==> config.mk <==
export PLATFORM = sky130hd
export DESIGN_NAME = block_xlate
export DESIGN_NICKNAME = d
export VERILOG_FILES = /design/src/rtl/blkx_pkg.sv /design/src/rtl/blkx_ctrl.sv /design/src/rtl/blkx_dp.sv /design/src/rtl/block_xlate.sv
export SDC_FILE = /design/constraint.sdc
export NUM_CORES = 1
export LEC_CHECK = 0
export ABC_AREA = 1
export ABC_CLOCK_PERIOD_IN_PS = 4000
export BUFFER_PORTS_ARGS = -buffer_cell sky130_fd_sc_hd__buf_4
export CAP_MARGIN = 30
export CORE_MARGIN = 3
export CORE_UTILIZATION = 60
export DETAILED_ROUTE_END_ITERATION = 8
export GPL_TIMING_DRIVEN = 0
export MAX_ROUTING_LAYER = met4
export PLACE_DENSITY = 0.82
export SYNTH_ARGS = -nofsm -noshare
export SYNTH_HDL_FRONTEND = slang
export SYNTH_HIERARCHICAL = 1
export SYNTH_SLANG_ARGS = --single-unit
==> constraint.sdc <==
create_clock -name clk -period 4 [get_ports clk]
set_input_delay 0.8 -clock clk [delete_from_list [all_inputs] [get_ports clk]]
set_output_delay 0.8 -clock clk [all_outputs]
set_load 0.01 [all_outputs]
==> src/rtl/blkx_pkg.sv <==
package blkx_pkg;

  localparam int WORD_W = 32;
  localparam int PAGE_LO = 12;

  // Strobes from the control half to the datapath half
  typedef struct packed {
    logic wrUpper;
    logic wrLower;
    logic wrInstr;
    logic capture;
  } blkxCtl_t;

  typedef struct packed {
    logic              hit;
    logic              fault;
    logic [WORD_W-1:0] physAddr;
    logic [2:0]        perm;
  } blkxRes_t;

  function automatic logic [2:0] ppToPerm(input logic [1:0] pp);
    logic [2:0] p;
    case (pp)
      2'd0:    p = 3'b000;
      2'd2:    p = 3'b111;
      default: p = 3'b101;
    endcase
    return p;
  endfunction

endpackage

==> src/rtl/blkx_ctrl.sv <==
module blkx_ctrl
  import blkx_pkg::*;
(
  input  logic     clk,
  input  logic     rstN,
  input  logic     cfgWrEn,
  input  logic     cfgWrInstr,
  input  logic     cfgWrUpper,
  input  logic     reqValid,
  output blkxCtl_t ctl,
  output logic     rspValid
);

  always_comb begin
    ctl.wrUpper = cfgWrEn & cfgWrUpper;
    ctl.wrLower = cfgWrEn & ~cfgWrUpper;
    ctl.wrInstr = cfgWrInstr;
    ctl.capture = reqValid;
  end

  always_ff @(posedge clk or negedge rstN) begin
    if (!rstN) rspValid <= 1'b0;
    else       rspValid <= reqValid;
  end

  // one word is written per cycle
  a_r11_one_word: assert property (@(posedge clk) disable iff (!rstN)
    $onehot0({ctl.wrUpper, ctl.wrLower}));

  // a response flag follows each request by one cycle
  a_r10_rsp_follows: assert property (@(posedge clk) disable iff (!rstN)
    reqValid |=> rspValid);
  a_r10_no_spurious: assert property (@(posedge clk) disable iff (!rstN)
    !reqValid |=> !rspValid);

endmodule

==> src/rtl/blkx_dp.sv <==
module blkx_dp
  import blkx_pkg::*;
#(
  parameter int ENTRIES = 4,
  parameter int IDX_W   = 2
) (
  input  logic              clk,
  input  logic              rstN,
  input  blkxCtl_t          ctl,
  input  logic [IDX_W-1:0]  wrIdx,
  input  logic [WORD_W-1:0] wrData,
  input  logic [WORD_W-1:0] reqAddr,
  input  logic              reqFetch,
  input  logic              reqStore,
  input  logic              reqUser,
  output blkxRes_t          res
);

  localparam int SIDES = 2;   // 0 data, 1 instruction
  localparam int BL_W  = 11;  // mask covers address bits 27:17

  logic [WORD_W-1:0] tagReg [SIDES][ENTRIES];
  logic [WORD_W-1:0] tgtReg [SIDES][ENTRIES];

  // Window word storage
  always_ff @(posedge clk or negedge rstN) begin
    if (!rstN) begin
      for (int s = 0; s < SIDES; s++) begin
        for (int e = 0; e < ENTRIES; e++) begin
          tagReg[s][e] <= '0;
          tgtReg[s][e] <= '0;
        end
      end
    end else begin
      for (int e = 0; e < ENTRIES; e++) begin
        if (wrIdx == IDX_W'(e)) begin
          if (ctl.wrUpper) tagReg[ctl.wrInstr][e] <= wrData;
          if (ctl.wrLower) tgtReg[ctl.wrInstr][e] <= wrData;
        end
      end
    end
  end

  // Parallel compare over the selected bank
  logic [ENTRIES-1:0] selVec;
  logic [WORD_W-1:0]  bankTag [ENTRIES];
  logic [WORD_W-1:0]  bankTgt [ENTRIES];

  for (genvar g = 0; g < ENTRIES; g++) begin : gEntry
    logic [BL_W-1:0] blMask;
    logic            addrEq;
    logic            modeOk;
    assign bankTag[g] = reqFetch ? tagReg[1][g] : tagReg[0][g];
    assign bankTgt[g] = reqFetch ? tgtReg[1][g] : tgtReg[0][g];
    assign blMask     = bankTag[g][12:2];
    assign addrEq     = (reqAddr[31:28] == bankTag[g][31:28]) &&
                        ((reqAddr[27:17] & ~blMask) == bankTag[g][27:17]);
    assign modeOk     = reqUser ? bankTag[g][0] : bankTag[g][1];
    assign selVec[g]  = addrEq & modeOk;
  end

  // Lowest index wins
  logic [IDX_W-1:0] selIdx;
  logic             found;
  always_comb begin
    selIdx = '0;
    found  = 1'b0;
    for (int i = ENTRIES - 1; i >= 0; i--) begin
      if (selVec[i]) begin
        selIdx = IDX_W'(i);
        found  = 1'b1;
      end
    end
  end

  logic [WORD_W-1:0] winTag, winTgt, paComb;
  logic [2:0]        permComb;
  logic              allowed;
  blkxRes_t          resComb;

  always_comb begin
    winTag   = bankTag[selIdx];
    winTgt   = bankTgt[selIdx];
    paComb   = {winTgt[31:28],
                winTgt[27:17] | (reqAddr[27:17] & winTag[12:2]),
                reqAddr[16:12],
                {PAGE_LO{1'b0}}};
    permComb = ppToPerm(winTgt[1:0]);
    if (reqFetch)      allowed = permComb[0];
    else if (reqStore) allowed = permComb[1];
    else               allowed = permComb[2];
    resComb.hit      = found & allowed;
    resComb.fault    = found & ~allowed;
    resComb.physAddr = found ? paComb : '0;
    resComb.perm     = found ? permComb : 3'b000;
  end

  always_ff @(posedge clk or negedge rstN) begin
    if (!rstN)            res <= '0;
    else if (ctl.capture) res <= resComb;
  end

  // hit and fault are exclusive
  a_r8_exclusive: assert property (@(posedge clk) disable iff (!rstN)
    !(res.hit && res.fault));
  // a miss leaves address and permissions at zero
  a_r12_miss_zero: assert property (@(posedge clk) disable iff (!rstN)
    (!res.hit && !res.fault) |-> (res.physAddr == '0 && res.perm == 3'b000));
  // only three permission patterns exist
  a_r7_perm_shape: assert property (@(posedge clk) disable iff (!rstN)
    res.perm == 3'b000 || res.perm == 3'b101 || res.perm == 3'b111);
  // page-aligned output
  a_r6_page_aligned: assert property (@(posedge clk) disable iff (!rstN)
    res.physAddr[PAGE_LO-1:0] == '0);
  // result holds while idle
  a_r10_hold: assert property (@(posedge clk) disable iff (!rstN)
    !ctl.capture |=> $stable(res));

endmodule

==> src/rtl/block_xlate.sv <==
module block_xlate
  import blkx_pkg::*;
#(
  parameter  int ENTRIES = 4,
  localparam int IDX_W   = (ENTRIES > 1) ? $clog2(ENTRIES) : 1
) (
  input  logic             clk,
  input  logic             rstN,
  input  logic             cfgWrEn,
  input  logic             cfgWrInstr,
  input  logic             cfgWrUpper,
  input  logic [IDX_W-1:0] cfgWrIdx,
  input  logic [31:0]      cfgWrData,
  input  logic             reqValid,
  input  logic [31:0]      reqAddr,
  input  logic             reqFetch,
  input  logic             reqStore,
  input  logic             reqUser,
  output logic             rspValid,
  output logic             rspHit,
  output logic             rspFault,
  output logic [31:0]      rspPhysAddr,
  output logic [2:0]       rspPerm
);

  blkxCtl_t ctl;
  blkxRes_t res;

  blkx_ctrl u_ctrl (
    .clk(clk), .rstN(rstN), .cfgWrEn(cfgWrEn), .cfgWrInstr(cfgWrInstr),
    .cfgWrUpper(cfgWrUpper), .reqValid(reqValid), .ctl(ctl), .rspValid(rspValid)
  );

  blkx_dp #(.ENTRIES(ENTRIES), .IDX_W(IDX_W)) u_dp (
    .clk(clk), .rstN(rstN), .ctl(ctl), .wrIdx(cfgWrIdx), .wrData(cfgWrData),
    .reqAddr(reqAddr), .reqFetch(reqFetch), .reqStore(reqStore),
    .reqUser(reqUser), .res(res)
  );

  assign rspHit      = res.hit;
  assign rspFault    = res.fault;
  assign rspPhysAddr = res.physAddr;
  assign rspPerm     = res.perm;

endmodule

# --- Yosys cells after proc, flatten, opt, wreduce, memory -nomap -nowiden ---
# Index checks and enable logic that the tools add are counted.
word_totals:
  memories: 0
  word_cells: 128
  input_bits: 75
  ramBits: 0
  output_inout_bits: 38
  latch_bits: 0
  regBits: 550
  romBits: 0
op_classes:
  add_sub_neg: 0
  multipliers: 0
  mux: 63
  n_bitwise: 22
  n_div: 0
  eq_ne: 12
  n_lt_le_gt_ge: 3
  n_shift: 0
  reduce_logical: 7
ops:
  columns: ["operator", "n"]
  rows:
  - ["2-to-1 mux 256 bit", 16]
  - ["bitwise mux 256 bit", 8]
  - ["demux 128 bit (select 1 bit)", 4]
  - ["2-to-1 mux 32 bit", 12]
  - ["binary-select mux 32 bit (select 2 bit)", 2]
  - ["2-to-1 mux 128 bit", 1]
  - ["2-to-1 mux 96 bit", 1]
  - ["2-to-1 mux 64 bit", 1]
  - ["AND 11 bit", 5]
  - ["equality test 11 bit", 4]
  - ["inverter 11 bit", 4]
  - ["2-to-1 mux 13 bit", 2]
  - ["equality test 4 bit", 4]
  - ["OR 11 bit", 1]
  - ["2-to-1 mux 1 bit", 10]
  - ["AND 1 bit", 8]
  - ["2-to-1 mux 2 bit", 4]
  - ["equality test 2 bit, second input constant", 3]
  - ["one-hot mux 3 bit (2 select lines)", 1]
  - ["logical AND 1 bit", 5]
  - ["logical NOT 2 bit", 2]
  - [">= comparator 3 bit, second input constant", 1]
  - ["2-to-1 mux 3 bit", 1]
  - ["inverter 2 -> 3 bit", 1]
  - ["other kinds (5)", 6]

# --- Longest topological paths before layout ---
# Gate-level depths: netlist (run 1).
depth:
  ltp_word: 20
  depth_mapped: 22
  ltp_nobuf: 21

# --- By module ---
# The synthesis (run 1) kept the hierarchy.
modules_own_cells:
  columns: ["module", "area_per_inst_um2", "cells_per_inst", "seq_area_each_um2", "instances"]
  rows:
  - ["blkx_dp", 18532.8, 2408, 9609.2, 1]
  - ["blkx_ctrl", 57.6, 7, 25.0, 1]

# --- Least setup slack after synthesis (run 1) ---
# OpenSTA, ideal clock, no wires.
synth_path:
  path_kind: "input -> register"
  startpoint: "in reqFetch"
  endpoint: "reg, netlist name u_dp/res[31]"
  stages: 16
  arrival_ns: 2.469
  required_ns: 3.883
  setup_ns: 0.117
  path_buffers: 3
  slack_ns: 1.414
  path_cell_list: "buf_6 -> buf_4 -> o21ai_0 -> nand2_1 -> xor2_1 -> nor2_1 -> nand2_1 -> nor2_1 -> nand2_1 -> nand2_2 -> nand2_4 -> buf_2 -> a21oi_1 -> o21ai_1 -> nand3_1 -> nand2_1"
synth_via:
  elab_chain_len: 15
  elab_cells_between_ends: 49
  classes_between: "8 x eq/ne; 24 x mux; 13 x bitwise; 4 x reduce/logical"
synth_rtl:
  columns: ["element", "line_no", "text"]
  rows:
  - ["from (decl)", "block_xlate.sv:16", "input logic reqFetch,"]
  - ["2-to-1 mux 32 bit", "blkx_dp.sv:53", "assign bankTag[g] = reqFetch ? tagReg[1][g] : tagReg[0][g];"]
  - ["inverter 11 bit", "blkx_dp.sv:57", "((reqAddr[27:17] & ~blMask) == bankTag[g][27:17]);"]
  - ["AND 11 bit", "blkx_dp.sv:57", null]
  - ["equality test 11 bit", "blkx_dp.sv:57", null]
  - ["logical AND 1 bit", "blkx_dp.sv:56", "assign addrEq = (reqAddr[31:28] == bankTag[g][31:28]) &&"]
  - ["AND 1 bit", "blkx_dp.sv:59", "assign selVec[g] = addrEq & modeOk;"]
  - ["2-to-1 mux 2 bit (4 in series)", "blkx_dp.sv:69", "if (selVec[i]) begin"]
  - ["inverter 2 -> 3 bit (implied by the code)", "blkx_dp.sv:83", "winTgt = bankTgt[selIdx];"]
  - ["binary-select mux 32 bit (select 2 bit)", "blkx_dp.sv:83", null]
  - ["2-to-1 mux 32 bit (implied by the code) (2 in series)", "blkx_dp.sv:83", null]
  - ["2-to-1 mux 32 bit (*)", "blkx_dp.sv:94", "resComb.physAddr = found ? paComb : '0;"]
# Mark *: on every way between the ends. The rest lies on a longest branch, timed or not. The select of a mux whose other input is x is not followed.
# A chain may end at the register's enable or synchronous reset.

# --- Worst setup path in the final report (run 1) ---
layout_path:
  startpoint: "in reqFetch"
  endpoint: "reg, netlist name u_dp/res[30]"
layout_via:
  elab_chain_len: 17
  elab_cells_between_ends: 54
  classes_between: "8 x eq/ne; 27 x mux; 15 x bitwise; 4 x reduce/logical"
layout_rtl:
  columns: ["element", "line_no", "text"]
  rows:
  - ["2-to-1 mux 32 bit", "blkx_dp.sv:53", null]
  - ["inverter 11 bit", "blkx_dp.sv:57", null]
  - ["AND 11 bit", "blkx_dp.sv:57", null]
  - ["equality test 11 bit", "blkx_dp.sv:57", null]
  - ["logical AND 1 bit", "blkx_dp.sv:56", null]
  - ["AND 1 bit", "blkx_dp.sv:59", null]
  - ["2-to-1 mux 2 bit (4 in series)", "blkx_dp.sv:69", null]
  - ["inverter 2 -> 3 bit (implied by the code)", "blkx_dp.sv:82, blkx_dp.sv:83", null]
  - ["binary-select mux 32 bit (select 2 bit)", "blkx_dp.sv:82", "winTag = bankTag[selIdx];"]
  - ["2-to-1 mux 13 bit (implied by the code) (2 in series)", "blkx_dp.sv:82", null]
  - ["AND 11 bit", "blkx_dp.sv:85", "winTgt[27:17] | (reqAddr[27:17] & winTag[12:2]),"]
  - ["OR 11 bit", "blkx_dp.sv:85", null]
  - ["2-to-1 mux 32 bit (*)", "blkx_dp.sv:94", null]
# Marked as above.

==> results.sh, run 1 <==
export IMPL_grt_pass1_vias=17600
export IMPL_ys_flop_type="dfrtp_1"
export IMPL_synth_largest_area_cell="dfrtp_1"
export IMPL_drive_above_1_share_pct=8.55
export IMPL_syn_to_final_growth_pct=14.4
export IMPL_powerDensity_mw_per_mm2=525
export IMPL_vias=19000
export IMPL_clock_fmax_mhz=265
export IMPL_die_w_um=182
export IMPL_worst_ep_required_time_ps=4420
export IMPL_setup_viol=0
export IMPL_crit_chain="buf_4, buf_6, buf_2, o21ai_0, nand3_1, nand2_1, nor2_1, nand2_1, nor2_1, nand2_1, nand2_1, nand2_2, nand2_4, buf_4, nor2_1, o21ai_1, nand3_1, nand2_1"
export IMPL_drv_cap=0
export IMPL_clkSinkCount=385
export IMPL_cts_resized=0
export IMPL_antenna_left=0
export IMPL_ys_ff_latch=385
export IMPL_cts_made_buffers=41
export IMPL_timing_final_crit_share_pct=94.2
export IMPL_p_leak_nw=10.8
export IMPL_path_common_cell="nand2_1"
export IMPL_grt_ovfl_total=0
export IMPL_worstSetupPathType="input pin to register"
export IMPL_slew_headroom_pct=20.6
export IMPL_hp_class="input pin to asynchronous set/reset pin"
export IMPL_cts_root_buf="clkbuf_16"
export IMPL_yosys_top_cells_area="dfrtp_1 (52%), nand2_1 (17%), o21ai_0 (11%), nor2_1 (3.5%), nand3_1 (3.1%)"
export IMPL_netlist_area_leader_share_pct=51.8
export IMPL_drt_initial_drc_count=3455
export IMPL_grt_setup_unrepaired="false"
export IMPL_status="completed"
export IMPL_grt_antenna_before_repair=5
export IMPL_grt_pass1_wl_um=112000
export IMPL_max_stage_delay_ps=890
export IMPL_htree_levels=2
export IMPL_slew_violations=0
export IMPL_port_buffers=76
export IMPL_timing_final_crit_period_ps=3770
export IMPL_synth_warnings=6
export IMPL_dieArea_mm2=0.0331
export IMPL_crit_path_end_kind="register"
export IMPL_fp_row_count=63
export IMPL_hold_buffers=0
export IMPL_hpwl_um=53700
export IMPL_globalplace_congestion=1.11
export IMPL_nNetsFinal=2633
export IMPL_grt_max_degree=116
export IMPL_fin_cells=2985
export IMPL_core_area_mm2=0.0301
export IMPL_grt_use_total_pct=47.5
export IMPL_postCtsSetupRepairBufs=0
export IMPL_syn_area_mm2=0.0186
export IMPL_worstPathArrival_ps=4190
export IMPL_slowest_stage="o21ai_0"
export IMPL_ios=113
export IMPL_die_h_um=182
export IMPL_routed_wirelength_um=77500
export IMPL_vias_per_cell=6.36
export IMPL_synth_common_cells="nand2_1 (836), o21ai_0 (399), dfrtp_1 (385), nor2_1 (175), inv_1 (139)"
export IMPL_clockBufferDepth=3
export IMPL_hold_viol_final=0
export IMPL_hold_slack_ps=235
export IMPL_cts_tree="done"
export IMPL_dp_cells=2898
export IMPL_synth_edf_count=0
export IMPL_synthArstFlopShare_pct=100
export IMPL_synth_cell_type_count=41
export IMPL_clkTransAtPathRegs_ps=60
export IMPL_clk_latency_ps=550
export IMPL_avgSynthCellArea_um2=7.70
export IMPL_netlist_instances=2415
export IMPL_clock_skew_ps=10.6
export IMPL_drcViolationCount=0
export IMPL_seq_area_frac_synth_pct=51.8
export IMPL_wl_per_cell_um=26.0
export IMPL_initial_core_util_pct=61.7
export IMPL_startpoint_type="input pin"
export IMPL_max_slew_worst_pin_slew_ps=1190
export IMPL_dr_pass1_iters=7
export IMPL_critical_path_max_fanout=10
export IMPL_peakVddDrop_mv=0.410
export IMPL_synth_most_common_cell="nand2_1"
[layout by cell type, fill, tap and decap left out, drive strengths merged]
master / synthesis / final
o21ai: 446 / 446
o22ai: 34 / 34
a21oi: 27 / 27
clkbuf: 106 / 166
nor3: 3 / 3
nand3b: 7 / 7
mux2i: 7 / 7
o211ai: 3 / 3
and3: 3 / 3
diode: 0 / 10
buf: 61 / 149
nor2b: 1 / 1
bufinv: 0 / 2
nor3b: 1 / 1
conb: 1 / 12
inv: 141 / 142
nand3: 116 / 116
clkinv: 0 / 8
a22o: 5 / 5
dfrtp: 385 / 385
nor2: 178 / 178
a31oi: 1 / 1
a21o: 2 / 2
xor2: 14 / 14
nand2: 839 / 839
or2: 11 / 11
and2: 6 / 6
o2bb2ai: 3 / 3
xnor2: 2 / 2
nand4: 11 / 11
o21bai: 1 / 1
[cell families after synthesis]
family,count (synthesis),synth area share (%)
buffers and inverters,308,7.09
muxes,7,0.377
xor gates and xnor gates,16,0.754
AOI/OAI and AO/OA,522,14.6
DFF,385,51.8
other,1,0.0202
and+or+nand+nor,1176,25.3
[power by group]
group          leakage [nW]  switching [W]  internal (W)  total, W
clock network         0.661        0.00157       0.00223   0.00380
registers              4.92       0.000445       0.00464   0.00509
logic                  5.22        0.00151      0.000758   0.00227
[layer usage]
layer / global-route usage [%] / vias up / wire length, µm
met3: 15.4 / 378 / 12200
met4: 31.1 / 0 / 6140
li1: - / 8046 / -
met1: 61.0 / 8820 / 27200
met5: - / - / 0
met2: 64.5 / 1747 / 31900
[stage by stage]
step	utilization, %	worst slack, ps	instance area (µm²)	total power [W]	setup TNS, ps
finish	70.6	233	21300	0.0112	0
global route	70.6	270	21200	0.0116	0
CTS	70.2	461	21200	0.0110	0
detailed placement	65.8	-74.6	19800	0.00725	-114
global placement	65.4	-1460	19700	0.00713	-549640
floorplan	-	1410	18600	0.00640	0
[worst paths after layout]
path                       cells after the start                           end                          from  slack, ps
max                                           18      u_dp/res[30]$_DFFE_PN0P_                      reqFetch        230
min                                            1  u_dp/tgtReg[243]$_DFFE_PN0P_                          rstN        240
max reg2reg                                   15      u_dp/res[30]$_DFFE_PN0P_  u_dp/tagReg[167]$_DFFE_PN0P_        660
min reg2reg                                    2      u_dp/res[35]$_DFFE_PN0P_      u_dp/res[35]$_DFFE_PN0P_        480
max in group asynchronous                      3  u_dp/tagReg[152]$_DFFE_PN0P_                          rstN       2380
min in group clk                               1     u_ctrl/rspValid$_DFF_PN0_                      reqValid        380
[flip-flops by register name (all words and copies together), names as in the netlist]
register	count
u_dp/tagReg	224
u_ctrl/rspValid	1
u_dp/tgtReg	136
u_dp/res	24
[worst max-delay path: cells and delay by family]
family                 cells  cell delay, ps
and+or+nand+nor           12            1600
buffers and inverters      4             730
AOI/OAI and AO/OA          2            1050
[final cells by class]
| type | count | area [µm²] |
|---|---|---|
| Antenna cell | 10 | 25.0 |
| Buffer | 167 | 790 |
| Clock buffer | 59 | 1220 |
| Clock inverter | 11 | 109 |
| Fill cell | 2410 | 8850 |
| Inverter | 141 | 529 |
| Multi-Input combinational cell | 1733 | 7680 |
| Sequential cell | 385 | 9630 |
| Tap cell | 390 | 488 |
| Timing Repair Buffer | 89 | 790 |
(Power assumes the default switching activity.)
==> run 2: changes to the inputs <==
--- a/config.mk
+++ b/config.mk
@@ -15,6 +15,7 @@
 export GPL_TIMING_DRIVEN = 0
 export MAX_ROUTING_LAYER = met4
 export PLACE_DENSITY = 0.82
+export RECOVER_POWER = 100
 export SYNTH_ARGS = -nofsm -noshare
 export SYNTH_HDL_FRONTEND = slang
 export SYNTH_HIERARCHICAL = 1
==> results.sh, run 2 (synthesis results as in run 1) <==
export IMPL_setup_viol=0
export IMPL_grt_use_total_pct=47.5
export IMPL_vias=18800
export IMPL_vias_per_cell=6.30
export IMPL_die_w_um=182
export IMPL_clkSinkCount=385
export IMPL_drive_above_1_share_pct=7.27
export IMPL_largest_reg_flops=224
export IMPL_dieArea_mm2=0.0331
export IMPL_worstSetupPathType="input pin to register"
export IMPL_clkTransAtPathRegs_ps=60
export IMPL_clock_skew_ps=10.8
export IMPL_antenna_left=0
export IMPL_hold_viol_final=0
export IMPL_die_h_um=182
export IMPL_critical_path_max_fanout=10
export IMPL_mostFrequentLayoutCells="nand2_1 (836), o21ai_0 (401), dfrtp_1 (385)"
export IMPL_grt_pass1_wl_um=112000
export IMPL_syn_to_final_growth_pct=13.6
export IMPL_wl_per_cell_um=25.9
export IMPL_drcViolationCount=0
export IMPL_crit_path_end_kind="register"
export IMPL_hold_slack_ps=401
export IMPL_clk_latency_ps=550
export IMPL_cts_root_buf="clkbuf_16"
export IMPL_slew_violations=81
export IMPL_violations="max-capacitance violations, max-slew violations"
export IMPL_globalplace_congestion=1.11
export IMPL_ios=113
export IMPL_timing_final_crit_period_ps=3870
export IMPL_core_area_mm2=0.0301
export IMPL_routed_wirelength_um=77300
export IMPL_worstPathArrival_ps=4340
export IMPL_initial_core_util_pct=61.7
export IMPL_largestRegisters="u_dp/tagReg (224), u_dp/tgtReg (136), u_dp/res (24)"
export IMPL_cts_made_buffers=41
export IMPL_dr_pass1_iters=6
export IMPL_cts_resized=0
export IMPL_grt_max_degree=116
export IMPL_cts_tree="done"
export IMPL_htree_levels=2
export IMPL_startpoint_type="input pin"
export IMPL_p_leak_nw=10.7
export IMPL_nNetsFinal=2633
export IMPL_drv_cap=1
export IMPL_grt_ovfl_total=0
export IMPL_timing_final_crit_share_pct=96.6
export IMPL_grt_pass1_vias=17600
export IMPL_grt_setup_unrepaired="false"
export IMPL_max_slew_worst_pin_slew_ps=2130
export IMPL_totalPowerFinal_w=0.0111
export IMPL_clockBufferDepth=3
export IMPL_grt_antenna_before_repair=5
export IMPL_slew_headroom_pct=-41.8
export IMPL_drt_initial_drc_count=3299
export IMPL_hp_class="input pin to register"
export IMPL_final_common_cell="nand2_1"
export IMPL_hpwl_um=53700
export IMPL_status="finished, violations left"
export IMPL_worst_ep_required_time_ps=4480
export IMPL_port_buffers=76
export IMPL_fp_row_count=63
export IMPL_powerDensity_mw_per_mm2=528
export IMPL_regMostFlops="u_dp/tagReg"
export IMPL_hold_buffers=0
export IMPL_clock_fmax_mhz=259
export IMPL_peakVddDrop_mv=0.411
export IMPL_postCtsSetupRepairBufs=0
-- run 2: routing by layer --
layer,global-route usage (%),vias up,part of all wire [%]
met5,-,-,0
met4,31.1,0,8.1
met3,15.4,371,16
met2,64.5,1658,41
met1,61.0,8750,35
li1,-,8041,-
-- run 2: cell type report --
| type | count | area, µm² |
|---|---|---|
| Antenna cell | 10 | 25.0 |
| Clock buffer | 59 | 1220 |
| Timing Repair Buffer | 89 | 671 |
| Multi-Input combinational cell | 1733 | 7660 |
| Sequential cell | 385 | 9630 |
| Buffer | 167 | 781 |
| Inverter | 141 | 529 |
| Fill cell | 2468 | 9000 |
| Clock inverter | 11 | 109 |
| Tap cell | 390 | 488 |
-- run 2: path summary, 6_finish.rpt --
path / start / to / slack, ps / depth (start not counted)
max: reqFetch / u_dp/res[23]$_DFFE_PN0P_ / 130 / 13
min: reqValid / u_ctrl/rspValid$_DFF_PN0_ / 400 / 1
max reg2reg: u_dp/tagReg[167]$_DFFE_PN0P_ / u_dp/res[30]$_DFFE_PN0P_ / 690 / 15
min reg2reg: u_dp/res[29]$_DFFE_PN0P_ / u_dp/res[29]$_DFFE_PN0P_ / 480 / 2
max in group asynchronous: rstN / u_dp/tagReg[24]$_DFFE_PN0P_ / 1360 / 3
min in group asynchronous: rstN / u_dp/tgtReg[243]$_DFFE_PN0P_ / 860 / 1
-- run 2: metrics by stage --
stage                     instances  worst slack, ps  setup TNS, ps  utilization [%]  cell area (µm²)
after floorplan                2426             1410              0                -            18600
after global placement         2892            -1460        -549640             65.4            19700
after detailed placement       2898            -74.6           -114             65.8            19800
after CTS                      2968              461              0             70.2            21200
after global routing           2980              146              0             70.1            21100
final                          2985              135              0             70.1            21100
-- run 2: power by group --
group | switching, W | internal [W]
combinational | 0.00150 | 0.000755
clock | 0.00157 | 0.00223
sequential | 0.000442 | 0.00464
total | 0.00351 | 0.00763
-- run 2: critical path, cell delays in order --
cell and delay [ps]:
clkbuf_1 120, buf_6 160, clkbuf_2 320, o21ai_1 650, nand2_1 140, xnor2_1 270
nand4_1 130, nor2_1 130, nand2_1 260, a31oi_1 580, clkbuf_1 470, nand3_1 200
nand2_1 90
